==> src/rtl/phycfg_pkg.sv <==
package phycfg_pkg;
  localparam int DW        = 32;
  localparam int HALF      = DW / 2;
  localparam int NUM_CTRL  = 7;
  localparam int STAT_IDX  = 8;

  typedef logic [HALF-1:0] half_t;

  // implemented width of each control register, fields start at bit 0
  function automatic int ctrl_width(input int idx);
    case (idx)
      0:       return 14;
      1:       return 9;
      6:       return 13;
      default: return 10;
    endcase
  endfunction
endpackage

==> src/rtl/hiword_reg.sv <==
module hiword_reg #(
  parameter int W = 16
) (
  input  logic          clk_i,
  input  logic          rst_ni,
  input  logic          we_i,
  input  logic [31:0]   wdata_i,
  output logic [W-1:0]  q_o
);
  logic [W-1:0] mask, data;
  assign mask = wdata_i[16 +: W];
  assign data = wdata_i[W-1:0];

  always_ff @(posedge clk_i or negedge rst_ni) begin
    if (!rst_ni)   q_o <= '0;
    else if (we_i) q_o <= (q_o & ~mask) | (data & mask);
  end

  a_r2_unmasked_hold: assert property (@(posedge clk_i) disable iff (!rst_ni)
    we_i |=> ((q_o ^ $past(q_o)) & ~$past(mask)) == '0);
  a_r2_idle_hold: assert property (@(posedge clk_i) disable iff (!rst_ni)
    !we_i |=> $stable(q_o));
  a_r3_empty_mask: assert property (@(posedge clk_i) disable iff (!rst_ni)
    (we_i && mask == '0) |=> $stable(q_o));
endmodule

==> src/rtl/phycfg_decode.sv <==
module phycfg_decode #(
  parameter int AW = 6,
  parameter int NC = 7,
  parameter int SI = 8
) (
  input  logic [AW-1:0] addr_i,
  output logic [NC-1:0] ctrl_sel_o,
  output logic          stat_sel_o
);
  localparam int IW = AW - 2;
  logic [IW-1:0] idx;
  logic          aligned;

  assign idx     = addr_i[AW-1:2];
  assign aligned = (addr_i[1:0] == 2'b00);

  for (genvar i = 0; i < NC; i++) begin : g_sel
    assign ctrl_sel_o[i] = aligned && (idx == IW'(i));
  end
  assign stat_sel_o = aligned && (idx == IW'(SI));
endmodule

==> src/rtl/phycfg_bank.sv <==
module phycfg_bank
  import phycfg_pkg::*;
#(
  parameter int AW = 6
) (
  input  logic        clk_i,
  input  logic        rst_ni,
  input  logic [AW-1:0] addr_i,
  input  logic        we_i,
  input  logic [31:0] wdata_i,
  input  logic        re_i,
  output logic [31:0] rdata_o,
  input  logic        cal_done_i,
  input  logic        dll_lock_i,
  input  logic [3:0]  rtrim_code_i,
  input  logic        ext_res_absent_i,
  output logic [1:0]  freq_sel_o,
  output logic        otap_en_o,
  output logic [3:0]  otap_sel_o,
  output logic        itap_win_o,
  output logic [4:0]  itap_sel_o,
  output logic        itap_en_o,
  output logic [2:0]  clkbuf_sel_o,
  output logic        tx_dly_clk_o,
  output logic        rx_dly_clk_o,
  output logic [3:0]  strb_dly_sel_o,
  output logic        pull_en_strb_o,
  output logic        pull_en_cmd_o,
  output logic [7:0]  pull_en_dat_o,
  output logic        pull_up_strb_o,
  output logic        pull_up_cmd_o,
  output logic [7:0]  pull_up_dat_o,
  output logic        od_rel_strb_o,
  output logic        od_rel_cmd_o,
  output logic [7:0]  od_rel_dat_o,
  output logic        od_en_strb_o,
  output logic        od_en_cmd_o,
  output logic [7:0]  od_en_dat_o,
  output logic [3:0]  cp_trim_o,
  output logic        rtrim_en_o,
  output logic        retrim_o,
  output logic [2:0]  drv_type_o,
  output logic [1:0]  ret_ctl_o,
  output logic        dll_en_o,
  output logic        pwr_up_o
);
  logic [NUM_CTRL-1:0]            ctrl_sel;
  logic                           stat_sel;
  logic [NUM_CTRL-1:0][HALF-1:0]  ctrl_q;
  logic [31:0]                    status_word;
  logic [31:0]                    rd_next;

  phycfg_decode #(.AW(AW), .NC(NUM_CTRL), .SI(STAT_IDX)) u_dec (
    .addr_i     (addr_i),
    .ctrl_sel_o (ctrl_sel),
    .stat_sel_o (stat_sel)
  );

  for (genvar i = 0; i < NUM_CTRL; i++) begin : g_reg
    localparam int W = ctrl_width(i);
    logic [W-1:0] q;
    hiword_reg #(.W(W)) u_reg (
      .clk_i   (clk_i),
      .rst_ni  (rst_ni),
      .we_i    (we_i & ctrl_sel[i]),
      .wdata_i (wdata_i),
      .q_o     (q)
    );
    assign ctrl_q[i] = HALF'(q);
  end

  assign status_word = {25'd0, cal_done_i, dll_lock_i, rtrim_code_i, ext_res_absent_i};

  always_comb begin
    rd_next = '0;
    if (stat_sel) rd_next = status_word;
    for (int i = 0; i < NUM_CTRL; i++)
      if (ctrl_sel[i]) rd_next = {{(DW-HALF){1'b0}}, ctrl_q[i]};
  end

  always_ff @(posedge clk_i or negedge rst_ni) begin
    if (!rst_ni)   rdata_o <= '0;
    else if (re_i) rdata_o <= rd_next;
  end

  // offset 0x00
  assign freq_sel_o     = ctrl_q[0][13:12];
  assign otap_en_o      = ctrl_q[0][11];
  assign otap_sel_o     = ctrl_q[0][10:7];
  assign itap_win_o     = ctrl_q[0][6];
  assign itap_sel_o     = ctrl_q[0][5:1];
  assign itap_en_o      = ctrl_q[0][0];
  // offset 0x04
  assign clkbuf_sel_o   = ctrl_q[1][8:6];
  assign tx_dly_clk_o   = ctrl_q[1][5];
  assign rx_dly_clk_o   = ctrl_q[1][4];
  assign strb_dly_sel_o = ctrl_q[1][3:0];
  // offsets 0x08..0x14
  assign pull_en_strb_o = ctrl_q[2][9];
  assign pull_en_cmd_o  = ctrl_q[2][8];
  assign pull_en_dat_o  = ctrl_q[2][7:0];
  assign pull_up_strb_o = ctrl_q[3][9];
  assign pull_up_cmd_o  = ctrl_q[3][8];
  assign pull_up_dat_o  = ctrl_q[3][7:0];
  assign od_rel_cmd_o   = ctrl_q[4][9];   // swapped order at 0x10
  assign od_rel_strb_o  = ctrl_q[4][8];
  assign od_rel_dat_o   = ctrl_q[4][7:0];
  assign od_en_strb_o   = ctrl_q[5][9];
  assign od_en_cmd_o    = ctrl_q[5][8];
  assign od_en_dat_o    = ctrl_q[5][7:0];
  // offset 0x18
  assign cp_trim_o      = ctrl_q[6][12:9];
  assign rtrim_en_o     = ctrl_q[6][8];
  assign retrim_o       = ctrl_q[6][7];
  assign drv_type_o     = ctrl_q[6][6:4];
  assign ret_ctl_o      = ctrl_q[6][3:2];
  assign dll_en_o       = ctrl_q[6][1];
  assign pwr_up_o       = ctrl_q[6][0];

  a_r5_rdata_hold: assert property (@(posedge clk_i) disable iff (!rst_ni)
    !re_i |=> $stable(rdata_o));
  a_r4_upper_zero: assert property (@(posedge clk_i) disable iff (!rst_ni)
    (re_i && |ctrl_sel) |=> rdata_o[31:16] == 16'd0);
  a_r6_status_read: assert property (@(posedge clk_i) disable iff (!rst_ni)
    (re_i && stat_sel) |=> rdata_o == {25'd0, $past(cal_done_i), $past(dll_lock_i),
                                      $past(rtrim_code_i), $past(ext_res_absent_i)});
  a_r7_status_write: assert property (@(posedge clk_i) disable iff (!rst_ni)
    (we_i && stat_sel) |=> $stable(ctrl_q));
  a_r8_unmapped_read: assert property (@(posedge clk_i) disable iff (!rst_ni)
    (re_i && !(|ctrl_sel) && !stat_sel) |=> rdata_o == 32'd0);
  a_r8_unmapped_write: assert property (@(posedge clk_i) disable iff (!rst_ni)
    (we_i && !(|ctrl_sel) && !stat_sel) |=> $stable(ctrl_q));
endmodule

==> config.mk <==
export PLATFORM = sky130hd
export DESIGN_NAME = phycfg_bank
export DESIGN_NICKNAME = d
export VERILOG_FILES = /design/src/rtl/phycfg_pkg.sv /design/src/rtl/hiword_reg.sv /design/src/rtl/phycfg_decode.sv /design/src/rtl/phycfg_bank.sv
export SDC_FILE = /design/constraint.sdc
export NUM_CORES = 1
export LEC_CHECK = 0
export BUFFER_PORTS_ARGS = -buffer_cell sky130_fd_sc_hd__buf_2
export CAP_MARGIN = 20
export CORE_ASPECT_RATIO = 0.8
export CORE_MARGIN = 3
export CORE_UTILIZATION = 25
export CTS_CLUSTER_DIAMETER = 40
export DETAILED_ROUTE_END_ITERATION = 10
export GPL_TIMING_DRIVEN = 0
export SETUP_SLACK_MARGIN = 0.2
export SLEW_MARGIN = 20
export SYNTH_ARGS = -nofsm -noshare
export SYNTH_HDL_FRONTEND = slang
export SYNTH_HIERARCHICAL = 1
export SYNTH_SLANG_ARGS = --single-unit
==> constraint.sdc <==
create_clock -name clk_i -period 1.2 [get_ports clk_i]
set_input_delay 0.06 -clock clk_i [delete_from_list [all_inputs] [get_ports clk_i]]
set_output_delay 0.06 -clock clk_i [all_outputs]
set_load 0.05 [all_outputs]
==> summary.md <==
| Metric | Value |
|---|---|
| Run status | finished, violations left |
| Failing checks | negative setup slack |
| Main flop type after synthesis | dfrtp_1 |
| FP Rows | 44 |
| Warnings, synthesis | 6 |
| Synth Area in XOR/XNOR | 0% |
| Pre-Repair DR Iteration Count | 5 |
| Clock Tree Root | clkbuf_16 |
| Die Ht | 131 um |
| Die width | 162 um |
| Share of layout cells above drive strength 1 | 72.3% |
| Worst hold slack | 45.8 ps |
| CP Class | in2reg |
| Compound-Gate Fraction of Synth Area | 10.3% |
| Clk pin slew, worst setup/hold paths | 60 ps |
| Clock tree from TritonCTS | done |
| Initial core utilization | 26.1% |
| Global-route wire length before repair | 28.2 mm |
| Commonest non-fill, non-tap cell in the layout | buf_6 |
| FF+latch count, synth | 90 |
| Vias | 4408 |
| CP startpoint kind | input pin |
| Mux contribution to synthesized area | 23.0% |
| CP Capture Type | flip-flop |
| Bufs on Longest Clock Path | 2 |
| Netlist cell types | 43 |
| Die Area | 21100 um^2 |
| Final wirelength | 19.5 mm |
| Final hold violations | 0 |
| Pwr Density | 1090 nW/um^2 |
| IO Port Bufs | 134 |
| Min Tclk post-route | 1660 ps |
| Antenna Cells | 0 |
| DRC | 0 |
| Slew Limit Fails | 0 |
| Total CTS buffers | 9 |
| Worst EP arrival | 1880 ps |
| Seq/Total Area, Yosys | 46.4% |
| Simple-Gate Fraction of Synth Area | 14.0% |
| Final HPWL DP | 11.8 mm |
| Endpoints failing setup | 90 |
| Slowest-stage cell, CP | or4_4 |
| Post-synthesis instance total | 420 |
| Final ANT Viol Nets | 0 |
| Total power | 9.38 mW |
| Fmax | 603 MHz |
| Worst IR drop on VDD | 592 uV |
| Largest family of logic cells by synthesized area | multiplexers |
| IO Count | 157 |
| Final WS setup | -459 ps |
| Post-synth EDFFs | 0 |
| Total track usage | 18.2% |
| Initial antenna violation count | 0 |
| CP dominant cell by count | buf_12 |
| Grt ovf | 0 |
| Delay-heaviest family, CP | simple AND/OR/NAND/NOR gates |
| Crit-path max FO | 5 |
| GPL Wtd Cong | 0.767 |
| Worst-Skew Late Latency | 340 ps |
| Vias per std cell | 4.76 |
| Clock sink count | 90 |
| Period utilization | 138% |
| Synthesis-to-finish area growth | 77.7% |
| Maximum Capacitance Violations | 0 |
| Worst-Margin Slew | 552 ps |
| Largest net degree at the start of global routing | 51 |
| Synth Area in Adders | 0% |
| HP Class | in2reg |
| Core area | 18600 um^2 |
| Syn avg cell area | 11.5 um^2 |
| Post-Syn Area | 4850 um^2 |
| Static leakage | 4.40 nW |
| Vias in the first global route | 4450 |
| RSZ-0062 raised after global routing | yes |
| DR iter-0 viols | 288 |
| CP Cell Sequence | buf_6, or4_4, buf_12, nor2_4, buf_8, and2_4, buf_12, nand2_2, mux2_4 |
| Slowest Stage Delay on Critical Path | 600 ps |
| Async SR Flop Fraction | 100% |
| WP data required | 1420 ps |
| Worst slack, placed | -1030 ps |
| Slew HR | 63.2% |
| Nets | 720 |
| Commonest non-fill, non-tap cells in the layout | buf_6 (90), buf_4 (83), dfrtp_1 (77), mux2_4 (69), nand2_4 (50) |
| H-Tree Depth | 3 |
| Worst clock skew | 5.53 ps |
| CP bufs+invs | 4 |
| WL/cell | 21.1 um |
## synth_stat cells, drive strengths merged (4+ instances only)
master	number	area (um^2)
nand2	94	353
dfrtp	90	2250
mux2	76	1110
buf	33	263
nor2	20	77.6
a221oi	9	78.8
o221ai	8	70.1
and2	7	43.8
o21ai	7	35.0
o22ai	7	43.8
o32ai	7	98.9
a32oi	6	52.6
and4	6	52.6
inv	6	22.5
a21oi	5	25.0
nor3	5	25.0
nand2b	4	25.0
## where the power goes
group,internal (mW),total (mW),switching (mW)
Clock,1.86,3.06,1.20
Combinational,1.12,2.74,1.62
Sequential,3.28,3.58,0.297
Total,6.26,9.38,3.12
## final timing paths
check / startpoint / endpoint / slack (ps) / cells past startpoint
setup / recovery: addr_i[5] / flip-flop / -460 / 9
hold / removal: wdata_i[29] / flip-flop / 50 / 3
setup reg to reg: flip-flop / rdata_o[6]$_DFFE_PN0P_ / 10 / 3
hold reg to reg: rdata_o[2]$_DFFE_PN0P_ / rdata_o[2]$_DFFE_PN0P_ / 520 / 2
max in group asynchronous: rst_ni / asynchronous set/reset pin / 370 / 3
min in group asynchronous: rst_ni / asynchronous set/reset pin / 200 / 2
## metal layers
| metal | share of wire, % | global-route usage, % | wire length [um] | vias to the layer above |
|---|---|---|---|---|
| li1 | - | - | - | 1986 |
| met2 | 46 | 28.3 | 9050 | 178 |
| met4 | 1.5 | 4.36 | 299 | 0 |
| met5 | 0 | 0 | 0 | - |
| met3 | 6.6 | 4.98 | 1280 | 21 |
| met1 | 46 | 25.5 | 8920 | 2223 |
## stage by stage
step / TNS (ps) / util, % / instance area, um^2 / std cells
finish: -32240 / 46.3 / 8620 / 927
global route: -34360 / 46.3 / 8620 / 927
CTS: -30180 / 44.1 / 8200 / 902
detailed placement: -75570 / 32.6 / 6070 / 825
global placement: -149260 / 32.4 / 6030 / 824
floorplan: -39300 / - / 5050 / 437
## kinds of logic (layout without fill, tap and decap cells)
family,after synthesis,in the layout
multiplexers,76,76
flip-flops,90,90
other,1,18
AO/OA/AOI/OAI,61,61
AND/OR/NAND/NOR,150,150
buffers and inverters,42,279
## final cells by class
cell class	count	area (um^2)
buffer	36	385
clock buffer	11	243
clock inverter	3	65.1
fill	1698	9990
inverter	6	32.5
multi-input combinational	305	3090
sequential	90	2270
tap	253	317
timing repair buffer	223	2220
## worst min-delay path: stages
cell and delay [ps]:
buf_2 100, nand2_2 60, mux2_2 130
## timing repair
item,CTS,global route
pin swaps,37,10
hold buffers,5,0
hold endpoints to repair,47,0
gates cloned,7,0
resized for setup,343,66
setup buffers,51,25
setup endpoints to repair,180,160
No activity file was read; power rests on OpenSTA's default activity.
